<file path="src/rtl/irq_ack_pkg.sv">
package irq_ack_pkg;
  localparam int ID_W    = 10;
  localparam int PRIO_W  = 8;
  localparam int RPRIO_W = PRIO_W + 1;

  localparam logic [ID_W-1:0]    ID_NONE   = '1;
  localparam logic [RPRIO_W-1:0] PRIO_IDLE = RPRIO_W'(1) << PRIO_W;

  typedef enum logic {
    ST_IDLE = 1'b0,
    ST_WALK = 1'b1
  } walk_st_e;
endpackage

</file>
<file path="src/rtl/irq_link_table.sv">
module irq_link_table
  import irq_ack_pkg::*;
#(
  parameter int NUM_CPU = 2,
  parameter int NUM_IRQ = 64,
  localparam int CPU_W = (NUM_CPU > 1) ? $clog2(NUM_CPU) : 1,
  localparam int IDX_W = (NUM_IRQ > 1) ? $clog2(NUM_IRQ) : 1
) (
  input  logic             clk,
  input  logic             rst_n,
  input  logic             wr_en,
  input  logic [CPU_W-1:0] wr_cpu,
  input  logic [IDX_W-1:0] wr_idx,
  input  logic [ID_W-1:0]  wr_data,
  input  logic [CPU_W-1:0] rd_cpu,
  input  logic [IDX_W-1:0] rd_idx_a,
  input  logic [IDX_W-1:0] rd_idx_b,
  output logic [ID_W-1:0]  rd_data_a,
  output logic [ID_W-1:0]  rd_data_b
);

  // One link entry per (processor, ID): the ID that was running when this one was taken.
  logic [ID_W-1:0] link_q [NUM_CPU][NUM_IRQ];

  always_ff @(posedge clk or negedge rst_n) begin
    if (!rst_n) begin
      for (int c = 0; c < NUM_CPU; c++) begin
        for (int i = 0; i < NUM_IRQ; i++) begin
          link_q[c][i] <= ID_NONE;
        end
      end
    end else if (wr_en) begin
      link_q[wr_cpu][wr_idx] <= wr_data;
    end
  end

  assign rd_data_a = link_q[rd_cpu][rd_idx_a];
  assign rd_data_b = link_q[rd_cpu][rd_idx_b];

  AST_LINK_NO_SELF: assert property (@(posedge clk) disable iff (!rst_n)
    wr_en |-> (wr_data != ID_W'(wr_idx)));

endmodule

</file>
<file path="src/rtl/irq_run_bank.sv">
module irq_run_bank
  import irq_ack_pkg::*;
#(
  parameter int NUM_CPU = 2,
  localparam int CPU_W = (NUM_CPU > 1) ? $clog2(NUM_CPU) : 1
) (
  input  logic                             clk,
  input  logic                             rst_n,
  input  logic                             ld_en,
  input  logic [CPU_W-1:0]                 ld_cpu,
  input  logic [ID_W-1:0]                  ld_id,
  input  logic [RPRIO_W-1:0]               ld_prio,
  output logic [NUM_CPU-1:0][ID_W-1:0]     run_id,
  output logic [NUM_CPU-1:0][RPRIO_W-1:0]  run_prio
);

  for (genvar c = 0; c < NUM_CPU; c++) begin : g_cpu
    logic [ID_W-1:0]    id_q, id_d;
    logic [RPRIO_W-1:0] prio_q, prio_d;
    logic               hit;

    assign hit = ld_en && (ld_cpu == CPU_W'(c));

    always_comb begin
      id_d   = id_q;
      prio_d = prio_q;
      if (hit) begin
        id_d   = ld_id;
        prio_d = ld_prio;
      end
    end

    always_ff @(posedge clk or negedge rst_n) begin
      if (!rst_n) begin
        id_q   <= ID_NONE;
        prio_q <= PRIO_IDLE;
      end else if (hit) begin
        id_q   <= id_d;
        prio_q <= prio_d;
      end
    end

    assign run_id[c]   = id_q;
    assign run_prio[c] = prio_q;

    AST_IDLE_PRIO: assert property (@(posedge clk) disable iff (!rst_n)
      (id_q == ID_NONE) |-> (prio_q == PRIO_IDLE));
  end

endmodule

</file>
<file path="src/rtl/irq_ack_tracker.sv">
module irq_ack_tracker
  import irq_ack_pkg::*;
#(
  parameter int NUM_CPU = 2,
  parameter int NUM_IRQ = 64,
  localparam int CPU_W = (NUM_CPU > 1) ? $clog2(NUM_CPU) : 1
) (
  input  logic                         clk,
  input  logic                         rst_n,
  input  logic                         ack_req_i,
  input  logic [CPU_W-1:0]             ack_cpu_i,
  input  logic [NUM_CPU*ID_W-1:0]      hp_id_i,
  input  logic                         eoi_req_i,
  input  logic [CPU_W-1:0]             eoi_cpu_i,
  input  logic [ID_W-1:0]              eoi_id_i,
  output logic [ID_W-1:0]              prio_qry_id_o,
  output logic [CPU_W-1:0]             prio_qry_cpu_o,
  input  logic [PRIO_W-1:0]            prio_qry_val_i,
  input  logic [NUM_IRQ-1:0]           trig_edge_i,
  input  logic [NUM_IRQ-1:0]           one_of_n_i,
  input  logic [NUM_IRQ*NUM_CPU-1:0]   en_i,
  input  logic [NUM_IRQ*NUM_CPU-1:0]   level_i,
  input  logic [NUM_IRQ*NUM_CPU-1:0]   target_i,
  output logic                         ack_valid_o,
  output logic [ID_W-1:0]              ack_id_o,
  output logic [NUM_CPU*ID_W-1:0]      run_id_o,
  output logic [NUM_CPU*RPRIO_W-1:0]   run_prio_o,
  output logic                         busy_o,
  output logic                         pend_clr_o,
  output logic [ID_W-1:0]              pend_clr_id_o,
  output logic [NUM_CPU-1:0]           pend_clr_mask_o,
  output logic                         pend_set_o,
  output logic [ID_W-1:0]              pend_set_id_o,
  output logic [NUM_CPU-1:0]           pend_set_mask_o
);

  localparam int IDX_W = (NUM_IRQ > 1) ? $clog2(NUM_IRQ) : 1;
  localparam int CNT_W = IDX_W + 2;
  localparam logic [ID_W-1:0] IRQ_LIM = ID_W'(NUM_IRQ);

  // Reshaped views of the flat inputs
  logic [NUM_CPU-1:0][ID_W-1:0]    hp_arr;
  logic [NUM_IRQ-1:0][NUM_CPU-1:0] en_arr, lvl_arr, tgt_arr;
  assign hp_arr  = hp_id_i;
  assign en_arr  = en_i;
  assign lvl_arr = level_i;
  assign tgt_arr = target_i;

  // State
  walk_st_e         st_q, st_d;
  logic [CPU_W-1:0] wcpu_q, wcpu_d;
  logic [IDX_W-1:0] wcur_q, wcur_d;
  logic [ID_W-1:0]  wtgt_q, wtgt_d;

  logic               ackv_q, ackv_d;
  logic [ID_W-1:0]    ackid_q, ackid_d;
  logic               pclr_q, pclr_d;
  logic [ID_W-1:0]    pclr_id_q;
  logic [NUM_CPU-1:0] pclr_m_q, pclr_m_d;
  logic               pset_q, pset_d;
  logic [ID_W-1:0]    pset_id_q;
  logic [NUM_CPU-1:0] pset_m_q, pset_m_d;

  // Sub-block wiring
  logic [NUM_CPU-1:0][ID_W-1:0]    run_id;
  logic [NUM_CPU-1:0][RPRIO_W-1:0] run_prio;
  logic               lk_wr_en;
  logic [CPU_W-1:0]   lk_wr_cpu, lk_rd_cpu;
  logic [IDX_W-1:0]   lk_wr_idx, lk_rd_a, lk_rd_b;
  logic [ID_W-1:0]    lk_wr_data, lk_a, lk_b;
  logic               ld_en;
  logic [CPU_W-1:0]   ld_cpu;
  logic [ID_W-1:0]    ld_id;
  logic [RPRIO_W-1:0] ld_prio;

  // Decode
  logic               idle, take_ack, take_eoi, ack_ok, eoi_ok, eoi_pop, eoi_walk;
  logic               splice, repend;
  logic [ID_W-1:0]    a_hp, a_run_id, e_run;
  logic [RPRIO_W-1:0] a_run_prio, qry_prio;
  logic [IDX_W-1:0]   a_idx, e_idx;

  assign idle       = (st_q == ST_IDLE);
  assign a_hp       = hp_arr[ack_cpu_i];
  assign a_idx      = a_hp[IDX_W-1:0];
  assign a_run_id   = run_id[ack_cpu_i];
  assign a_run_prio = run_prio[ack_cpu_i];
  assign e_run      = run_id[eoi_cpu_i];
  assign e_idx      = eoi_id_i[IDX_W-1:0];
  assign qry_prio   = {1'b0, prio_qry_val_i};

  assign take_ack = idle && ack_req_i;
  assign take_eoi = idle && eoi_req_i && !ack_req_i;
  assign ack_ok   = take_ack && (a_hp != ID_NONE) && (a_hp < IRQ_LIM) && (qry_prio < a_run_prio);
  assign eoi_ok   = take_eoi && (eoi_id_i < IRQ_LIM) && (e_run != ID_NONE);
  assign eoi_pop  = eoi_ok && (eoi_id_i == e_run);
  assign eoi_walk = eoi_ok && (eoi_id_i != e_run);
  assign splice   = (st_q == ST_WALK) && (lk_a == wtgt_q);
  assign repend   = eoi_ok && !trig_edge_i[e_idx] && en_arr[e_idx][eoi_cpu_i]
                    && lvl_arr[e_idx][eoi_cpu_i] && tgt_arr[e_idx][eoi_cpu_i];

  // Priority lookup: the acknowledge candidate, or the entry a pop would restore
  assign prio_qry_id_o  = take_ack ? a_hp : lk_a;
  assign prio_qry_cpu_o = take_ack ? ack_cpu_i : eoi_cpu_i;

  // Link table access
  assign lk_rd_cpu  = idle ? eoi_cpu_i : wcpu_q;
  assign lk_rd_a    = idle ? e_run[IDX_W-1:0] : wcur_q;
  assign lk_rd_b    = wtgt_q[IDX_W-1:0];
  assign lk_wr_en   = ack_ok || splice;
  assign lk_wr_cpu  = ack_ok ? ack_cpu_i : wcpu_q;
  assign lk_wr_idx  = ack_ok ? a_idx : wcur_q;
  assign lk_wr_data = ack_ok ? a_run_id : lk_b;

  // Running register load
  assign ld_en   = ack_ok || eoi_pop;
  assign ld_cpu  = ack_ok ? ack_cpu_i : eoi_cpu_i;
  assign ld_id   = ack_ok ? a_hp : lk_a;
  assign ld_prio = (!ack_ok && (lk_a == ID_NONE)) ? PRIO_IDLE : qry_prio;

  irq_link_table #(.NUM_CPU(NUM_CPU), .NUM_IRQ(NUM_IRQ)) u_links (
    .clk       (clk),
    .rst_n     (rst_n),
    .wr_en     (lk_wr_en),
    .wr_cpu    (lk_wr_cpu),
    .wr_idx    (lk_wr_idx),
    .wr_data   (lk_wr_data),
    .rd_cpu    (lk_rd_cpu),
    .rd_idx_a  (lk_rd_a),
    .rd_idx_b  (lk_rd_b),
    .rd_data_a (lk_a),
    .rd_data_b (lk_b)
  );

  irq_run_bank #(.NUM_CPU(NUM_CPU)) u_run (
    .clk      (clk),
    .rst_n    (rst_n),
    .ld_en    (ld_en),
    .ld_cpu   (ld_cpu),
    .ld_id    (ld_id),
    .ld_prio  (ld_prio),
    .run_id   (run_id),
    .run_prio (run_prio)
  );

  // Next state
  always_comb begin
    st_d     = st_q;
    wcpu_d   = wcpu_q;
    wcur_d   = wcur_q;
    wtgt_d   = wtgt_q;
    ackv_d   = take_ack;
    ackid_d  = ack_ok ? a_hp : ID_NONE;
    pclr_d   = ack_ok;
    pclr_m_d = one_of_n_i[a_idx] ? '1 : (NUM_CPU'(1) << ack_cpu_i);
    pset_d   = repend;
    pset_m_d = NUM_CPU'(1) << eoi_cpu_i;
    if (st_q == ST_IDLE) begin
      if (eoi_walk) begin
        st_d   = ST_WALK;
        wcpu_d = eoi_cpu_i;
        wcur_d = e_run[IDX_W-1:0];
        wtgt_d = eoi_id_i;
      end
    end else begin
      if (splice || (lk_a == ID_NONE)) begin
        st_d = ST_IDLE;
      end else begin
        wcur_d = lk_a[IDX_W-1:0];
      end
    end
  end

  // Registers
  always_ff @(posedge clk or negedge rst_n) begin
    if (!rst_n) begin
      st_q   <= ST_IDLE;
      wcpu_q <= '0;
      wcur_q <= '0;
      wtgt_q <= ID_NONE;
    end else begin
      st_q <= st_d;
      if (eoi_walk || (st_q == ST_WALK)) begin
        wcpu_q <= wcpu_d;
        wcur_q <= wcur_d;
        wtgt_q <= wtgt_d;
      end
    end
  end

  always_ff @(posedge clk or negedge rst_n) begin
    if (!rst_n) begin
      ackv_q    <= 1'b0;
      ackid_q   <= ID_NONE;
      pclr_q    <= 1'b0;
      pclr_id_q <= ID_NONE;
      pclr_m_q  <= '0;
      pset_q    <= 1'b0;
      pset_id_q <= ID_NONE;
      pset_m_q  <= '0;
    end else begin
      ackv_q <= ackv_d;
      pclr_q <= pclr_d;
      pset_q <= pset_d;
      if (take_ack) ackid_q <= ackid_d;
      if (ack_ok) begin
        pclr_id_q <= a_hp;
        pclr_m_q  <= pclr_m_d;
      end
      if (repend) begin
        pset_id_q <= eoi_id_i;
        pset_m_q  <= pset_m_d;
      end
    end
  end

  assign ack_valid_o     = ackv_q;
  assign ack_id_o        = ackid_q;
  assign run_id_o        = run_id;
  assign run_prio_o      = run_prio;
  assign busy_o          = (st_q == ST_WALK);
  assign pend_clr_o      = pclr_q;
  assign pend_clr_id_o   = pclr_id_q;
  assign pend_clr_mask_o = pclr_m_q;
  assign pend_set_o      = pset_q;
  assign pend_set_id_o   = pset_id_q;
  assign pend_set_mask_o = pset_m_q;

  // Walk length counter, only for the bound check
  logic [CNT_W-1:0] walk_cnt_q;
  always_ff @(posedge clk or negedge rst_n) begin
    if (!rst_n)                walk_cnt_q <= '0;
    else if (st_q == ST_WALK)  walk_cnt_q <= walk_cnt_q + CNT_W'(1);
    else                       walk_cnt_q <= '0;
  end

  AST_WALK_BOUND: assert property (@(posedge clk) disable iff (!rst_n)
    busy_o |-> (walk_cnt_q < CNT_W'(NUM_IRQ)));

  AST_RUN_HELD_IN_WALK: assert property (@(posedge clk) disable iff (!rst_n)
    busy_o |=> $stable(run_id_o));

  AST_CLR_WITH_ACK: assert property (@(posedge clk) disable iff (!rst_n)
    pend_clr_o |-> (ack_valid_o && (ack_id_o != ID_NONE)));

  AST_SET_ONE_CPU: assert property (@(posedge clk) disable iff (!rst_n)
    pend_set_o |-> ($countones(pend_set_mask_o) == 1));

  AST_ACK_IN_RANGE: assert property (@(posedge clk) disable iff (!rst_n)
    (ack_valid_o && (ack_id_o != ID_NONE)) |-> (ack_id_o < IRQ_LIM));

endmodule

</file>
<file path="config.mk">
export PLATFORM = sky130hd
export DESIGN_NAME = irq_ack_tracker
export DESIGN_NICKNAME = d
export VERILOG_FILES = /design/src/rtl/irq_ack_pkg.sv /design/src/rtl/irq_link_table.sv /design/src/rtl/irq_run_bank.sv /design/src/rtl/irq_ack_tracker.sv
export SDC_FILE = /design/constraint.sdc
export NUM_CORES = 2
export LEC_CHECK = 0
export ABC_AREA = 1
export CORE_ASPECT_RATIO = 1.2
export CORE_MARGIN = 2
export CORE_UTILIZATION = 25
export DETAILED_ROUTE_END_ITERATION = 6
export DONT_BUFFER_PORTS = 1
export PLACE_DENSITY = 0.42
export SLEW_MARGIN = 20
export SYNTH_ARGS = -nofsm -noshare
export SYNTH_HDL_FRONTEND = slang
export SYNTH_SLANG_ARGS = --single-unit
</file>
<file path="constraint.sdc">
create_clock -name clk -period 5.9 [get_ports clk]
set_clock_uncertainty 0.1 [all_clocks]
set_input_delay 1.18 -clock clk [delete_from_list [all_inputs] [get_ports clk]]
set_output_delay 1.18 -clock clk [all_outputs]
set_load 0.05 [all_outputs]
</file>
# Yosys cells after proc, flatten, opt, wreduce, memory -nomap -nowiden
# Index checks and enable logic that the tools add are counted.
[classes]
reduce_logical = 30
shifts = 2
bitwise_logic = 7
magnitude_cmp = 14
eq_ne = 7
muxes = 56
[op_table]
columns = ["op", "n"]
rows = [
  ["640-bit two-way mux", 4],
  ["1280-bit bitwise mux", 1],
  ["640-bit demux with 1-bit select", 1],
  ["10-bit two-way mux", 15],
  ["10-bit binary-select mux with 6-bit select", 2],
  ["10-bit demux with 6-bit select", 1],
  ["2-bit binary-select mux with 6-bit select", 3],
  ["6-bit two-way mux", 5],
  ["9-bit two-way mux", 3],
  ["7-bit greater-or-equal comparator, second input constant", 3],
  ["6-bit NOT with 7-bit output", 3],
  ["10-bit == test", 2],
  ["1-bit logical AND", 20],
  ["10-bit by 7-bit < comparator with 1-bit output, second input constant", 2],
  ["10-bit inequality test, second input constant", 2],
  ["1-bit two-way mux", 15],
  ["6-bit by 7-bit < comparator with 1-bit output, second input constant", 2],
  ["1-bit binary-select mux with 6-bit select", 2],
  ["10-bit == test, second input constant", 1],
  ["10-bit inequality test", 1],
  ["8-bit by 9-bit < comparator with 1-bit output", 1],
  ["2-bit two-way mux", 4],
  ["7-bit by 1-bit < comparator with 1-bit output, second input constant", 1],
  ["3-bit AND reduction", 2],
  ["10 further kinds", 20],
]
[word_totals]
reg_bits = 1373

# Logic depth before layout (Yosys ltp)
[logic_depth]
word_depth = 15
mapped_depth = 28
depth_no_buf = 22

# Hierarchy
# From an unflattened synthesis, not the netlist that was laid out.
[unflattened]
cells_unflattened = 10596
area_unflattened_um2 = 77448.0
[by_module_without_submodules]
columns = ["mod", "area_per_inst_um2", "cells_each", "instances", "seq_area_each_um2"]
rows = [
  ["irq_link_table", 66973.0, 8726, 1, 33632.3],
  ["irq_ack_tracker", 8923.6, 1705, 1, 1426.4],
  ["irq_run_bank", 1551.5, 165, 1, 978.4],
]

# Least setup slack after synthesis
# No wires, ideal clock.
[synth_timing]
kind = "input to output"
start = "input eoi_cpu_i"
end = "output prio_qry_id_o[5]"
stages = 16
setup_slack_ns = 0.893
required_time_ns = 4.620
arrival_ns = 3.727
cell_sequence = "buf_6 -> inv_2 -> nand2_1 -> nand2_2 -> nand2_1 -> nand2_2 -> buf_2 -> buf_2 -> nand2_1 -> nand3_1 -> nand3_1 -> nand3_1 -> nand3_1 -> nand3_1 -> nand2_1 -> o21ai_0"
[synth_via]
elab_chain_cells = 9
word_cells_on_any_way = 13
classes_between = "mux (11); bitwise (2)"
[synth_lines]
columns = ["item", "line_no", "rtl"]
rows = [
  ["from (decl)", "irq_ack_tracker.sv:14", "input logic [CPU_W-1:0] eoi_cpu_i,"],
  ["1-bit two-way mux", "irq_ack_tracker.sv:107", "assign lk_rd_cpu = idle ? eoi_cpu_i : wcpu_q;"],
  ["1-bit NOT with 2-bit output (not written as such)", "irq_link_table.sv:37", "assign rd_data_a = link_q[rd_cpu][rd_idx_a];"],
  ["640-bit two-way mux (not written as such) (3 in a row)", "irq_link_table.sv:37", ""],
  ["10-bit binary-select mux with 6-bit select *", "irq_link_table.sv:37", ""],
  ["10-bit two-way mux (not written as such) * (2 in a row)", "irq_link_table.sv:37", ""],
  ["10-bit two-way mux *", "irq_ack_tracker.sv:103", "assign prio_qry_id_o = take_ack ? a_hp : lk_a;"],
  ["to (decl)", "irq_ack_tracker.sv:16", "output logic [ID_W-1:0] prio_qry_id_o,"],
]
# Every way passes the cells marked *; elsewhere a longest branch is shown, timed or not. The select of a mux whose other input is x is not followed.

# Final worst setup path
[layout_timing]
start = "register u_run.g_cpu[0].id_q[1]"
end = "output prio_qry_id_o[0]"
[layout_via]
elab_chain_cells = 8
[layout_lines]
columns = ["item", "line_no", "rtl"]
rows = [
  ["from (decl)", "irq_run_bank.sv:18", "logic [ID_W-1:0] id_q, id_d;"],
  ["from (signal assigned)", "irq_run_bank.sv:38", "id_q <= id_d;"],
  ["10-bit two-way mux (not written as such) (2 in a row)", "irq_ack_tracker.sv:88", "assign e_run = run_id[eoi_cpu_i];"],
  ["6-bit two-way mux", "irq_ack_tracker.sv:108", "assign lk_rd_a = idle ? e_run[IDX_W-1:0] : wcur_q;"],
  ["6-bit NOT with 7-bit output (not written as such)", "irq_link_table.sv:37", ""],
  ["10-bit binary-select mux with 6-bit select", "irq_link_table.sv:37", ""],
  ["10-bit two-way mux (not written as such) (2 in a row)", "irq_link_table.sv:37", ""],
  ["10-bit two-way mux", "irq_ack_tracker.sv:103", ""],
]
# No other way between the ends. The select of a mux whose other input is x is not followed.

==> results_dict.tcl <==
set metrics [dict create \
    status "completed" \
    p_leak_nw 42.37 \
    r2r_slack_ns 0.52 \
    max-slew-margin-rel 0.1886 \
    final_common_cell "nand2_1" \
    reg2reg_from "u_run.g_cpu[1].prio_q[2]" \
    routedWlPerCell_um 25.20 \
    slowest_delay_ns 0.75 \
    p_int_w 0.01908 \
    r2r_end "u_links.link_q[1028]" \
    synth-seq-cells 1373 \
    muxShareOfSynthArea 0.001797 \
    synth_top_family_by_area "simple AND/OR/NAND/NOR gates" \
    synth_edf_count 0 \
    start_util 0.2511 \
    synthSimpleGateAreaFrac 0.4190 \
    syn-cell-area_mm2 0.08353 \
    hold_path_depth 2 \
    worst-path-buf-inv 5 \
    drc 0 \
    setup_viol 0 \
    root_buffer "clkbuf_16" \
    hold_violations 0 \
    crit_top_cell "nand3_1" \
    grt_max_degree 226 \
    synth_compound_area_frac 0.07706 \
    worstHoldEndpoint "u_links.link_q[38]" \
    rsz0062_at_grt "true" \
    critPathLaunchType "flop" \
    via_per_inst 5.053 \
    whs_ns 0.3588 \
    cts_inserted_buffers 163 \
    grt_pass1_wl_um 591600 \
    p_switching_w 0.01481 \
    layout-drive-gt1-share 0.1974 \
    cts.sinks 1373 \
    wirelength_um 411600 \
    power.share.sequential 0.296 \
    fin_crit_sh 0.9986 \
    clkSlewWorstSetupHoldPaths_ns 0.06 \
    io_buffer_count 0 \
    postSynthCellCount 12010 \
    async_reset_ff_frac 1.000 \
    layout_common_cells "nand2_1 (5556), nand3_1 (2093), dfstp_2 (1334)" \
    cap_violations 0 \
    synth-xor-area-share 0.001049 \
    p_total_w 0.03388 \
    ir_worst_vdd_mv 0.2668 \
    holdCritPathClass "reg2reg" \
    crit_arrival_ns 4.61 \
    cts_tree "yes" \
    fmax_ghz 0.1697 \
    endpoint_kind "output pin" \
    cp_max_fo 33 \
    ys_types 50 \
    drt_pass1_iterations 6 \
    grt_pass1_vias 79570 \
    clk_path_buf_depth 4 \
    dp_hpwl_um 278900 \
    avgSynthCellArea_um2 6.955 \
    clockPowerShare 0.315 \
    globalRouteTotalUtil 0.2347 \
    area_delta_synth_final_pct 14.40 \
    synth_fa_ha_area_frac 0.001049 \
    combPwrFrac 0.389 \
    drt_iter0_drc 7759 \
    clock_latency_ns 0.86 \
    vias 82520 \
    fin_nets 12290 \
    die_x_um 531.7 \
    grt.overflow.total 0 \
    tightest_slew_ns 1.216 \
    coreArea_mm2 0.3327 \
    hp-start "u_links.link_q[38]" \
    reg2reg_depth 18 \
    h-tree-depth 4 \
    netSwitchingFraction 0.4370 \
    num_rows 232 \
    cts_hold_buf 0 \
    crit_path_cell_trace "inv_1 -> o21ai_4 -> nand2_1 -> o21ai_4 -> buf_12 -> bufbuf_16 -> nand3_1 -> nand3_1 -> nand3_1 -> nand3_1 -> nand3_1 -> nand2_1 -> buf_4 -> o21ai_1 -> buf_4" \
    antenna_found_initial 37 \
    ys_seq_area_frac 0.4314 \
    ys_warn_count 0 \
    critPathKind "reg2out" \
    crit_path_top_delay_cell "dfstp_4" \
    die-height_um 637.2 \
    fin_crit_ns 5.892 \
    drv_slew 0 \
    gp_congestion 0.9314 \
    synth_nets 12570 \
    required_ns 4.62 \
    ant_nets 0 \
    pin_count 643 \
    worst_path_dominant_cell_family "simple AND/OR/NAND/NOR gates" \
    power_density_mw_per_mm2 354.5 \
    synth_ff_type "dfstp_2" \
    dieArea_mm2 0.3388 \
]
[sequential cells by signal, summed over array words and instances, names as in the netlist]
register            count
u_run.g_cpu.id_q       20
pend_clr_o              1
wcur_q                  6
pend_set_id_o          10
wcpu_q                  1
u_run.g_cpu.prio_q     18
pend_clr_mask_o         2
busy_o                  1
ack_valid_o             1
pend_set_mask_o         2
ack_id_o               10
pend_set_o              1
u_links.link_q       1280
wtgt_q                 10
pend_clr_id_o          10
[through the flow]
stage                       TNS, ns  instance area [um^2]  cells  setup WS (ns)  utilization
after floorplan                   0                 83530  12010         0.8930            -
after global placement       -62.17                 89630  15990        -0.5269       0.2694
after detailed placement    -0.8828                 89630  15990       -0.05523       0.2694
after CTS                 -0.002726                 95310  16290      -0.002703       0.2865
after global routing       -0.05709                 95540  16320       -0.01883       0.2872
final                             0                 95560  16330       0.008354       0.2873
[cell families (layout without fill, tap and decap cells)]
family | count (synthesis) | in the layout
compound gates | 1037 | 1037
buf+inv | 1066 | 900
mux | 15 | 15
simple gates | 8503 | 8504
xor+xnor | 10 | 10
flops | 1373 | 1373
fa+ha+maj | 7 | 7
other cells | 0 | 38
[cell usage after synthesis (5+ instances only)]
| cell | count | area [um^2] |
|---|---|---|
| a221oi_1 | 7 | 61.31 |
| buf_6 | 138 | 1554 |
| o21ai_2 | 5 | 43.79 |
| buf_4 | 29 | 217.7 |
| buf_8 | 10 | 150.1 |
| clkbuf_1 | 412 | 1546 |
| nand2_1 | 5563 | 20880 |
| o22ai_1 | 64 | 400.4 |
| a21oi_1 | 93 | 465.5 |
| inv_1 | 74 | 277.8 |
| o21a_1 | 7 | 52.55 |
| or2_2 | 10 | 62.56 |
| a221o_1 | 5 | 50.05 |
| o221ai_1 | 129 | 1130 |
| nand4_1 | 6 | 37.54 |
| ha_1 | 7 | 87.58 |
| nor2_1 | 668 | 2507 |
| nand3_1 | 2104 | 10530 |
| buf_1 | 24 | 90.09 |
| o311ai_0 | 12 | 105.1 |
| a22oi_1 | 7 | 52.55 |
| o32ai_1 | 26 | 227.7 |
| nand2_2 | 133 | 832.1 |
| inv_2 | 7 | 26.28 |
| mux2i_1 | 15 | 150.1 |
| o211ai_1 | 105 | 788.3 |
| dfstp_2 | 1342 | 35260 |
| buf_2 | 365 | 1827 |
| xor2_1 | 6 | 52.55 |
| a31oi_1 | 9 | 56.30 |
| dfrtp_1 | 31 | 775.7 |
| o21ai_0 | 524 | 2623 |
| clkinv_1 | 5 | 18.77 |
| a32o_1 | 26 | 260.3 |
| o21ai_1 | 7 | 35.03 |
[what timing repair did]
action,CTS,global route
setup buffers,9,2
pin swaps,2,1
gates resized for setup,21,18
endpoints found under the setup margin,10,10
gates cloned,3,1
[power by group through the flow]
stage	clock, W	sequential (W)	combinational, W
after global placement	0	0.0102	0.0126
after global routing	0.0113	0.0100	0.0135
after floorplan	0	0.0100	0.00600
after CTS	0.0109	0.0100	0.0128
final	0.0107	0.0100	0.0132
after detailed placement	0	0.0102	0.0126
[cell type report]
type | instances | area [um^2]
Timing Repair Buffer | 531 | 5938
Inverter | 87 | 357.8
Fill cell | 36790 | 237100
Tap cell | 4446 | 5563
Sequential cell | 1373 | 36070
Clock inverter | 50 | 656.9
Antenna cell | 38 | 95.09
Multi-Input combinational cell | 9573 | 42140
Clock buffer | 232 | 4742
[metal layers]
layer,GRT usage,vias up,part of all wire
li1,-,38630,-
met1,0.2876,40270,0.40
met2,0.3902,2891,0.48
met3,0.03732,708,0.057
met4,0.1345,14,0.064
met5,0,-,0.00022
[worst reg2reg max path, delay by kind of cell, from the launching register on]
kind            cells  cell delay (ns)
compound gates      4             1.28
fa+ha+maj           1             0.32
buf+inv             3             0.63
simple gates        9             2.13
flops               1             0.73
mux                 1             0.17
[how the worst max path moves through the flow]
stage	cells past startpoint	end	slack, ns	start
floorplan	16	prio_qry_id_o[5]	0.89	eoi_cpu_i
global placement	17	u_links.link_q[928]	-0.53	ack_cpu_i
detailed placement	17	u_links.link_q[1000]	-0.06	ack_cpu_i
CTS	16	prio_qry_id_o[8]	-0.003	u_run.g_cpu[0].id_q[3]
global route	20	prio_qry_id_o[6]	-0.02	busy_o
finish	15	prio_qry_id_o[0]	0.008	u_run.g_cpu[0].id_q[1]
No activity file was read; power rests on OpenSTA's default activity.
